<file path="src/rtl/imp_lfsr_pkg.sv">
package imp_lfsr_pkg;

  localparam int CELLS     = 8;
  localparam int STATE_W   = 4;
  localparam int STEPS     = 55;
  localparam int FB_STEPS  = 11;
  localparam int UPD_STEPS = 11;

  typedef enum logic [2:0] {
    CELL_Q1  = 3'd0,
    CELL_Q2  = 3'd1,
    CELL_Q3  = 3'd2,
    CELL_Q4  = 3'd3,
    CELL_CLK = 3'd4,
    CELL_X   = 3'd5,
    CELL_N   = 3'd6,
    CELL_M   = 3'd7
  } cell_e;

  typedef enum logic {
    OP_CLEAR = 1'b0,
    OP_IMPLY = 1'b1
  } op_e;

  typedef struct packed {
    op_e   op;
    cell_e src;
    cell_e dst;
  } instr_t;

  function automatic instr_t mk(op_e o, cell_e s, cell_e d);
    instr_t w;
    w.op  = o;
    w.src = s;
    w.dst = d;
    return w;
  endfunction

  // Program word for step i. The feedback Q3^Q4 is built into M during
  // steps 0..10. Four latch updates follow (Q4<-Q3, Q3<-Q2, Q2<-Q1,
  // Q1<-M), each computing q' = (C & d) | (~C & q) with X and N as scratch.
  function automatic instr_t prog_word(int i);
    instr_t w;
    int     k;
    int     j;
    cell_e  q;
    cell_e  d;
    w = mk(OP_CLEAR, CELL_X, CELL_X);
    if (i < FB_STEPS) begin
      case (i)
        0:  w = mk(OP_CLEAR, CELL_M,  CELL_M);
        1:  w = mk(OP_IMPLY, CELL_Q4, CELL_M);
        2:  w = mk(OP_CLEAR, CELL_X,  CELL_X);
        3:  w = mk(OP_IMPLY, CELL_Q3, CELL_X);
        4:  w = mk(OP_CLEAR, CELL_N,  CELL_N);
        5:  w = mk(OP_IMPLY, CELL_Q4, CELL_N);
        6:  w = mk(OP_IMPLY, CELL_X,  CELL_N);
        7:  w = mk(OP_IMPLY, CELL_M,  CELL_X);
        8:  w = mk(OP_CLEAR, CELL_M,  CELL_M);
        9:  w = mk(OP_IMPLY, CELL_X,  CELL_M);
        default: w = mk(OP_IMPLY, CELL_N, CELL_M);
      endcase
    end else if (i < STEPS) begin
      k = (i - FB_STEPS) / UPD_STEPS;
      j = (i - FB_STEPS) % UPD_STEPS;
      q = cell_e'(3'(3 - k));
      d = (k == 3) ? CELL_M : cell_e'(3'(2 - k));
      case (j)
        0:  w = mk(OP_CLEAR, CELL_N,   CELL_N);
        1:  w = mk(OP_IMPLY, CELL_CLK, CELL_N);
        2:  w = mk(OP_CLEAR, CELL_X,   CELL_X);
        3:  w = mk(OP_IMPLY, q,        CELL_X);
        4:  w = mk(OP_IMPLY, CELL_N,   CELL_X);
        5:  w = mk(OP_CLEAR, q,        q);
        6:  w = mk(OP_IMPLY, CELL_X,   q);
        7:  w = mk(OP_CLEAR, CELL_X,   CELL_X);
        8:  w = mk(OP_IMPLY, CELL_CLK, CELL_X);
        9:  w = mk(OP_IMPLY, d,        CELL_X);
        default: w = mk(OP_IMPLY, CELL_X, q);
      endcase
    end
    return w;
  endfunction

endpackage

</file>
<file path="src/rtl/imp_rst_sync.sv">
module imp_rst_sync #(
  parameter int STAGES = 2
) (
  input  logic clk_i,
  input  logic rst_ni,
  output logic rst_sync_no
);

  logic [STAGES-1:0] sync_q;

  always_ff @(posedge clk_i or negedge rst_ni) begin
    if (!rst_ni) sync_q <= '0;
    else         sync_q <= {sync_q[STAGES-2:0], 1'b1};
  end

  assign rst_sync_no = sync_q[STAGES-1];

endmodule

</file>
<file path="src/rtl/imp_prog_rom.sv">
module imp_prog_rom
  import imp_lfsr_pkg::*;
#(
  parameter int STEP_W = $clog2(STEPS)
) (
  input  logic [STEP_W-1:0] step_i,
  output instr_t            instr_o
);

  localparam int SLOTS = 2 ** STEP_W;

  instr_t prog [SLOTS];

  for (genvar g = 0; g < SLOTS; g++) begin : g_word
    if (g < STEPS) begin : g_used
      assign prog[g] = prog_word(g);
    end else begin : g_pad
      assign prog[g] = mk(OP_CLEAR, CELL_X, CELL_X);
    end
  end

  assign instr_o = prog[step_i];

endmodule

</file>
<file path="src/rtl/imp_step_seq.sv">
module imp_step_seq
  import imp_lfsr_pkg::*;
#(
  parameter int STEP_W = $clog2(STEPS)
) (
  input  logic              clk_i,
  input  logic              rst_ni,
  input  logic              start_go_i,
  output logic              busy_o,
  output logic              last_o,
  output logic [STEP_W-1:0] step_o,
  output logic              done_o
);

  localparam logic [STEP_W-1:0] LAST = STEP_W'(STEPS - 1);

  logic              busy_q, busy_nx;
  logic              done_q, done_nx;
  logic [STEP_W-1:0] cnt_q,  cnt_nx;
  logic              cnt_en;

  assign last_o = busy_q && (cnt_q == LAST);
  assign cnt_en = start_go_i || busy_q;

  always_comb begin
    busy_nx = busy_q;
    cnt_nx  = cnt_q;
    done_nx = 1'b0;
    if (!busy_q) begin
      if (start_go_i) begin
        busy_nx = 1'b1;
        cnt_nx  = '0;
      end
    end else if (last_o) begin
      busy_nx = 1'b0;
      done_nx = 1'b1;
    end else begin
      cnt_nx = cnt_q + 1'b1;
    end
  end

  always_ff @(posedge clk_i or negedge rst_ni) begin
    if (!rst_ni) begin
      busy_q <= 1'b0;
      done_q <= 1'b0;
    end else begin
      busy_q <= busy_nx;
      done_q <= done_nx;
    end
  end

  always_ff @(posedge clk_i or negedge rst_ni) begin
    if (!rst_ni)     cnt_q <= '0;
    else if (cnt_en) cnt_q <= cnt_nx;
  end

  assign busy_o = busy_q;
  assign step_o = cnt_q;
  assign done_o = done_q;


  step_range_chk: assert property (@(posedge clk_i) disable iff (!rst_ni)
    busy_q |-> (cnt_q <= LAST));


  start_arm_chk: assert property (@(posedge clk_i) disable iff (!rst_ni)
    (start_go_i && !busy_q) |=> (busy_q && cnt_q == '0));


  done_after_run_chk: assert property (@(posedge clk_i) disable iff (!rst_ni)
    done_q |-> (!busy_q && $past(busy_q)));


  done_pulse_chk: assert property (@(posedge clk_i) disable iff (!rst_ni)
    done_q |=> !done_q);

endmodule

</file>
<file path="src/rtl/imp_cell_bank.sv">
module imp_cell_bank
  import imp_lfsr_pkg::*;
#(
  parameter logic [STATE_W-1:0] RESET_STATE = 4'b0001
) (
  input  logic               clk_i,
  input  logic               rst_ni,
  input  logic               load_en_i,
  input  logic [STATE_W-1:0] load_val_i,
  input  logic               arm_en_i,
  input  logic               step_en_i,
  input  instr_t             instr_i,
  output logic [STATE_W-1:0] state_o
);

  function automatic logic [CELLS-1:0] with_state(logic [CELLS-1:0] base,
                                                  logic [STATE_W-1:0] s);
    logic [CELLS-1:0] r;
    r = base;
    for (int b = 0; b < STATE_W; b++) r[b] = s[STATE_W-1-b];
    return r;
  endfunction

  localparam logic [CELLS-1:0] CELLS_RST =
    with_state(CELLS'(1) << CELL_CLK, RESET_STATE);

  logic [CELLS-1:0] cells_q, cells_nx;
  logic             cells_en;
  logic             src_bit, dst_bit;

  assign cells_en = load_en_i || arm_en_i || step_en_i;
  assign src_bit  = cells_q[instr_i.src];
  assign dst_bit  = cells_q[instr_i.dst];

  always_comb begin
    cells_nx = cells_q;
    if (load_en_i) cells_nx = with_state(cells_nx, load_val_i);
    if (arm_en_i)  cells_nx[CELL_CLK] = 1'b1;
    if (step_en_i) begin
      if (instr_i.op == OP_CLEAR) cells_nx[instr_i.dst] = 1'b0;
      else                        cells_nx[instr_i.dst] = ~src_bit | dst_bit;
    end
  end

  always_ff @(posedge clk_i or negedge rst_ni) begin
    if (!rst_ni)       cells_q <= CELLS_RST;
    else if (cells_en) cells_q <= cells_nx;
  end

  for (genvar b = 0; b < STATE_W; b++) begin : g_out
    assign state_o[STATE_W-1-b] = cells_q[b];
  end


  clk_cell_dst_chk: assert property (@(posedge clk_i) disable iff (!rst_ni)
    step_en_i |-> (instr_i.dst != CELL_CLK));


  imply_monotone_chk: assert property (@(posedge clk_i) disable iff (!rst_ni)
    (step_en_i && instr_i.op == OP_IMPLY && dst_bit) |=> cells_q[$past(instr_i.dst)]);


  clear_result_chk: assert property (@(posedge clk_i) disable iff (!rst_ni)
    (step_en_i && !load_en_i && instr_i.op == OP_CLEAR) |=> !cells_q[$past(instr_i.dst)]);

endmodule

</file>
<file path="src/rtl/imp_lfsr_top.sv">
module imp_lfsr_top
  import imp_lfsr_pkg::*;
#(
  parameter logic [STATE_W-1:0] DEFAULT_SEED = 4'b0001,
  parameter int                 SYNC_STAGES  = 2
) (
  input  logic               clk_i,
  input  logic               rst_ni,
  input  logic               load_i,
  input  logic [STATE_W-1:0] seed_i,
  input  logic               start_i,
  output logic [STATE_W-1:0] state_o,
  output logic               busy_o,
  output logic               done_o
);

  localparam int STEP_W = $clog2(STEPS);

  logic               rst_sync_n;
  logic               busy, last;
  logic               load_go, start_go;
  logic [STEP_W-1:0]  step;
  logic [STATE_W-1:0] seed_eff;
  instr_t             instr;

  assign load_go  = load_i && !busy;
  assign start_go = start_i && !busy && !load_i;
  assign seed_eff = (seed_i == '0) ? DEFAULT_SEED : seed_i;

  imp_rst_sync #(.STAGES(SYNC_STAGES)) u_rst (
    .clk_i       (clk_i),
    .rst_ni      (rst_ni),
    .rst_sync_no (rst_sync_n)
  );

  imp_step_seq #(.STEP_W(STEP_W)) u_seq (
    .clk_i      (clk_i),
    .rst_ni     (rst_sync_n),
    .start_go_i (start_go),
    .busy_o     (busy),
    .last_o     (last),
    .step_o     (step),
    .done_o     (done_o)
  );

  imp_prog_rom #(.STEP_W(STEP_W)) u_rom (
    .step_i  (step),
    .instr_o (instr)
  );

  imp_cell_bank #(.RESET_STATE(DEFAULT_SEED)) u_bank (
    .clk_i      (clk_i),
    .rst_ni     (rst_sync_n),
    .load_en_i  (load_go),
    .load_val_i (seed_eff),
    .arm_en_i   (start_go),
    .step_en_i  (busy),
    .instr_i    (instr),
    .state_o    (state_o)
  );

  assign busy_o = busy;


  no_lockup_chk: assert property (@(posedge clk_i) disable iff (!rst_sync_n)
    !busy |-> (state_o != '0));


  busy_start_ignored_chk: assert property (@(posedge clk_i) disable iff (!rst_sync_n)
    (busy && !last) |=> busy);


  busy_no_rearm_chk: assert property (@(posedge clk_i) disable iff (!rst_sync_n)
    last |=> !busy);


  load_wins_chk: assert property (@(posedge clk_i) disable iff (!rst_sync_n)
    (!busy && load_i) |=> !busy);

endmodule

</file>
<file path="config.mk">
export PLATFORM = sky130hd
export DESIGN_NAME = imp_lfsr_top
export DESIGN_NICKNAME = d
export VERILOG_FILES = /design/src/rtl/imp_lfsr_pkg.sv /design/src/rtl/imp_rst_sync.sv /design/src/rtl/imp_prog_rom.sv /design/src/rtl/imp_step_seq.sv /design/src/rtl/imp_cell_bank.sv /design/src/rtl/imp_lfsr_top.sv
export SDC_FILE = /design/constraint.sdc
export NUM_CORES = 1
export LEC_CHECK = 0
export BUFFER_PORTS_ARGS = -buffer_cell sky130_fd_sc_hd__buf_2
export CAP_MARGIN = 15
export CORE_UTILIZATION = 29
export CTS_CLUSTER_DIAMETER = 150
export DETAILED_ROUTE_END_ITERATION = 10
export PLACE_DENSITY = 0.4
export RECOVER_POWER = 50
export SYNTH_ARGS = -nofsm -noshare
export SYNTH_HDL_FRONTEND = slang
export SYNTH_SLANG_ARGS = --single-unit
export TNS_END_PERCENT = 20
</file>
<file path="constraint.sdc">
create_clock -name clk_i -period 2.4 [get_ports clk_i]
set_input_delay 0.48 -clock clk_i [delete_from_list [all_inputs] [get_ports clk_i]]
set_output_delay 0.48 -clock clk_i [all_outputs]
set_load 0.02 [all_outputs]
</file>
# Yosys cells after proc, flatten, opt, wreduce, memory -nomap -nowiden
# Memory sizes are Yosys's and may differ from the RTL's.
# Cells that the tools add are included.
# totals
regBits	18
romBits	448
input_bits	8
out_inout_bits	6
memories	1
# mem_list
memory	depth	word_bits	read_ports	rd_ports_with_merged_regs	write_ports	line_no	rtl
(name not given)	64	7	1	0	0	imp_prog_rom.sv:22	assign instr_o = prog[step_i];
# classes
add_sub_neg	1
n_lt_le_gt_ge	4
eq_ne	2
n_mux	22
bitwise	5
n_reduce_logical	13
# ops
cell	n
2-to-1 mux 6 bit	3
2-to-1 mux 8 bit	2
2-to-1 mux 7 bit	2
2-to-1 mux 1 bit	9
AND 8 bit	1
bitwise mux 8 bit	1
< comparator 3 x 4 -> 1 bit (second input constant)	2
2-to-1 mux 4 bit	2
inverter 8 bit	1
>= comparator 7 bit (second input constant)	1
inverter 6 -> 7 bit	1
adder 6 x 1 -> 6 bit (second input constant)	1
binary-select mux 1 bit (select 3 bit)	2
== test 6 bit (second input constant)	1
logical AND 1 bit	5
zero test 4 bit	1
demux 1 bit (select 3 bit)	1
>= comparator 3 x 1 -> 1 bit (second input constant)	1
logical OR 1 bit	3
AND reduction 3 bit	1
zero test 1 bit	2
inequality test 2 bit (second input constant)	1
nonzero test 2 bit	1
inverter 1 bit	1
OR 1 bit	1

# Logic depth before layout (Yosys ltp)
# depth
ltp_word	12
ltp_mapped	13
ltp_nobuf	11

# Hierarchy
# From an unflattened synthesis, not the netlist that was laid out.
# hier_totals
hier_cells	208
hier_area_um2	1800.5
# by_module_without_submodules
module	instances	cells_per_inst	area_per_inst_um2
imp_prog_rom	1	106	725.7
imp_cell_bank	1	51	556.8
imp_step_seq	1	41	427.9
imp_rst_sync	1	3	53.8
imp_lfsr_top	1	7	36.3

# Worst setup path before layout
# Ideal clock, no wire load.
# synth_timing
kind	reg2reg
startpoint	reg u_seq.cnt_q[0], in the netlist u_seq.step_o[0]
endpoint	reg (tool-made name)
setup_time_ps	125
arrival_ps	2731
required_time_ps	2275
setup_slack_ps	-456
path_stages_with_launch	11
path_buffers	0
synth_period_minus_slack_ps	2856
path_cell_list	dfrtp_1 > inv_1 > ha_1 > mux2_2 > o32ai_2 > a211oi_2 > o21ai_2 > mux2_2 > o211ai_1 > a31oi_1 > mux2_2
# synth_lines
element	line_no	rtl
start, declared	imp_step_seq.sv:19	logic [STEP_W-1:0] cnt_q, cnt_nx;
start signal, assigned	imp_step_seq.sv:54	else if (cnt_en) cnt_q <= cnt_nx;

==> impl_metrics.csv <==
group,metric,value,unit
logic_synthesis,post_synth_inst_count,246,
grt,antenna_found_initial,0,
layout,finalInstanceArea,2740,sq um
clocking,cts.sinks,18,
timing,finalWorstSetupSlack,-303,ps
logic_synthesis,avgSynthCellArea,8.10,sq um
drt,drtAntennaViolNets,0,
logic_synthesis,synth_cell_types,62,
layout,area_growth,37.2,%
timing,tightest_slew,717,ps
worst_setup_path,timing.rr.start,"u_seq.step_o[1]",
worst_setup_path,worst_r2r_path_depth,11,
drt,num_vias,2025,
hold_path,hp-class,"reg2async",
placed_design,placed_cell_area,2570,sq um
layout,postLayoutCoreUtil,42.1,%
placed_design,gp_congestion,0.846,
timing,final_hold_viol_count,0,
logic_synthesis,yosysWarnings,0,
clocking,clk_latency,260,ps
logic_synthesis,synth_area_leaders,"dfrtp_1 20%, ha_1 7.5%, nand2_1 4.0%, nand2b_1 3.8%, nor2_1 3.6%",
worst_setup_path,start_kind,"flip-flop",
placed_design,place.port_buffers,13,
grt,grt_use_total,18.5,%
logic_synthesis,synthArstFlopShare,100,%
timing,min_period_over_period,113,%
grt,overflow,0,
timing,slew_viol_final,0,
timing,relSlewSlack,52.2,%
timing,rsz0062_at_grt,"yes",
logic_synthesis,yosys.area.top_type,"dfrtp_1",
drt,routed_wl,6340,microns
floorplanning,core_area,6490,sq um
drt,drtIter0Drc,85,
worst_setup_path,arrival,2850,ps
worst_setup_path,end_kind,"flip-flop",
clocking,path_clk_slew,90,ps
logic_synthesis,yosysSeqAreaShare,22.7,%
outcome,violations,"negative setup slack",
clocking,root_buffer,"clkbuf_8",
timing,setup_viol,8,
logic_synthesis,synth_top_area_share,20.1,%
clocking,cts_tree,"yes",
drt,drcViolationCount,0,
drt,firstDrtPassIters,6,
layout,drive_above_1_share,39.7,%
clocking,htreeDepth,1,
floorplanning,start_util,30.7,%
timing,finalClockSkew,8.02,ps
flow_run,drv_cap,0,
worst_setup_path,worstSetupPathType,"reg2reg",
layout,diodes,0,
logic_synthesis,syn_nets,266,
worst_setup_path,reg2reg_slack,-300,ps
worst_setup_path,required,2540,ps
timing,fin_crit,2700,ps
timing,fmax,0.370,GHz
worst_setup_path,worstPathMaxFanout,4,
layout,nFillCells,643,
logic_synthesis,synth_edf_count,0,
floorplanning,rows,29,
outcome,status,"finished with violations",
grt,grt_max_degree,17,
grt,grt_pass1_vias,1964,
logic_synthesis,syn_area,1990,sq um
floorplanning,dieArea,7210,sq um
drt,wl_per_cell,16.4,microns
logic_synthesis,synth-seq-cells,18,
drt,vias_per_cell,5.23,
floorplanning,die_w,84.9,microns
placed_design,post-dp-hpwl,5100,microns
floorplanning,die_h,84.9,microns
grt,grt_pass1_wl,10400,microns
clocking,cts_buffers,3,
layout,nets,331,
logic_synthesis,synth_ff_type,"dfrtp_1",
clocking,cts_buffer_depth,2,
floorplanning,ioPinCount,14,
synthesized netlist by cell type (3+ instances only):
| master | instances |
|---|---|
| a2111oi_0 | 4 |
| a211oi_1 | 5 |
| a211oi_2 | 3 |
| a21o_1 | 5 |
| a21oi_1 | 10 |
| a311oi_1 | 3 |
| a31oi_1 | 7 |
| and2_1 | 4 |
| and3_1 | 3 |
| buf_2 | 5 |
| buf_4 | 7 |
| clkbuf_1 | 4 |
| dfrtp_1 | 16 |
| ha_1 | 12 |
| inv_1 | 14 |
| mux2_2 | 6 |
| mux2i_1 | 5 |
| nand2_1 | 21 |
| nand2b_1 | 12 |
| nand3_1 | 8 |
| nand3b_1 | 3 |
| nand4_1 | 4 |
| nor2_1 | 19 |
| nor2b_1 | 6 |
| nor3_1 | 4 |
| o21a_1 | 4 |
| o21ai_0 | 8 |
| o32ai_1 | 3 |
cell type report:
class	instances	area, sq um	area share [%]
flip-flops and latches	18	457	16.7
multi-input cells	194	1490	54.5
repair buffers	79	574	21.0
inverters	15	61.3	2.24
well taps	77	96.3	3.52
clock buffers	4	55.1	2.01
worst max-delay path by stage:
| stage | cells after the start | endpoint | slack, ps | start |
|---|---|---|---|---|
| 2_1_floorplan | 10 | flip-flop | -270 | u_seq.step_o[0] |
| 3_3_place_gp | 12 | flip-flop | -340 | u_seq.step_o[1] |
| 3_5_place_dp | 11 | flip-flop | -370 | u_seq.step_o[1] |
| 4_1_cts | 13 | flip-flop | -310 | u_seq.step_o[1] |
| 5_1_grt | 12 | u_bank.cells_q[4] | -470 | u_seq.step_o[0] |
| 6_report | 11 | flip-flop | -300 | u_seq.step_o[1] |
per-stage QoR:
| step | hold WS, ps | setup WS, ps | TNS [ps] | instances |
|---|---|---|---|---|
| 3_3_place_gp | 266 | -342 | -1870 | 380 |
| 2_1_floorplan | 184 | -275 | -1440 | 246 |
| 5_1_grt | 370 | -467 | -3350 | 387 |
| 6_report | 290 | -303 | -2250 | 387 |
| 4_1_cts | 328 | -311 | -2140 | 387 |
| 3_5_place_dp | 266 | -371 | -2150 | 380 |
placed cells by master, fill, tap and decap left out, types with 2 or more instances in the layout:
master / count
o21ai_1: 4
nor2b_1: 6
a31oi_2: 2
nand2_1: 21
o21a_1: 4
a2111o_1: 2
o32ai_1: 3
ha_4: 3
xor2_1: 2
buf_2: 12
and3_1: 3
a21o_1: 5
dfstp_2: 2
a211oi_2: 4
a31oi_1: 5
a311oi_1: 2
o32a_1: 2
a2111oi_2: 3
inv_4: 2
nand4_1: 4
ha_1: 7
mux2_4: 5
a211oi_1: 4
o21ai_0: 6
dfrtp_2: 3
dfrtp_1: 13
nand3b_1: 3
ha_2: 2
a31o_2: 2
nand2b_1: 12
nor3_1: 4
buf_4: 64
nand3_1: 8
and2_1: 4
clkbuf_8: 4
nor2_1: 19
inv_1: 12
a21oi_1: 9
mux2i_1: 4
what timing repair did:
action	in CTS	in global routing
pin swaps	7	5
hold buffers	1	0
resized for setup	7	15
setup buffers	2	0
setup endpoints to repair	8	8
endpoints found under the hold margin	2	0
cloned	0	0
kinds of logic (layout without fill, tap and decap cells):
logic type      Yosys count  after routing  share of synthesized area, %
simple gates             92             92                          23.9
flops                    18             18                          22.7
fa+ha+maj                12             12                          7.53
mux                      12             12                          6.47
buf+inv                  34             98                          8.98
compound gates           74             74                          28.9
other cells               1              1                         0.188
xor+xnor                  3              3                          1.32
worst max-delay path, stage by stage, from the launching register on:
cell and delay [ps]:
dfrtp_2 440, inv_4 90, ha_4 160, mux2_4 310, o32ai_4 240, a211oi_2 90, o21ai_2 160, mux2_4 310
o211ai_1 250, a31oi_1 130, buf_4 170, mux2_4 250
metal layers:
metal,global-route usage [%],routed length (microns),part of all wire [%]
met2,29.1,2840,45
met3,2.43,249,3.9
met5,0,0,0
met4,3.24,51,0.80
met1,27.3,3210,51
Power is left out: the tool's default activity adds up to more than one toggle a clock period on the data nets, which glitch-free logic cannot reach.
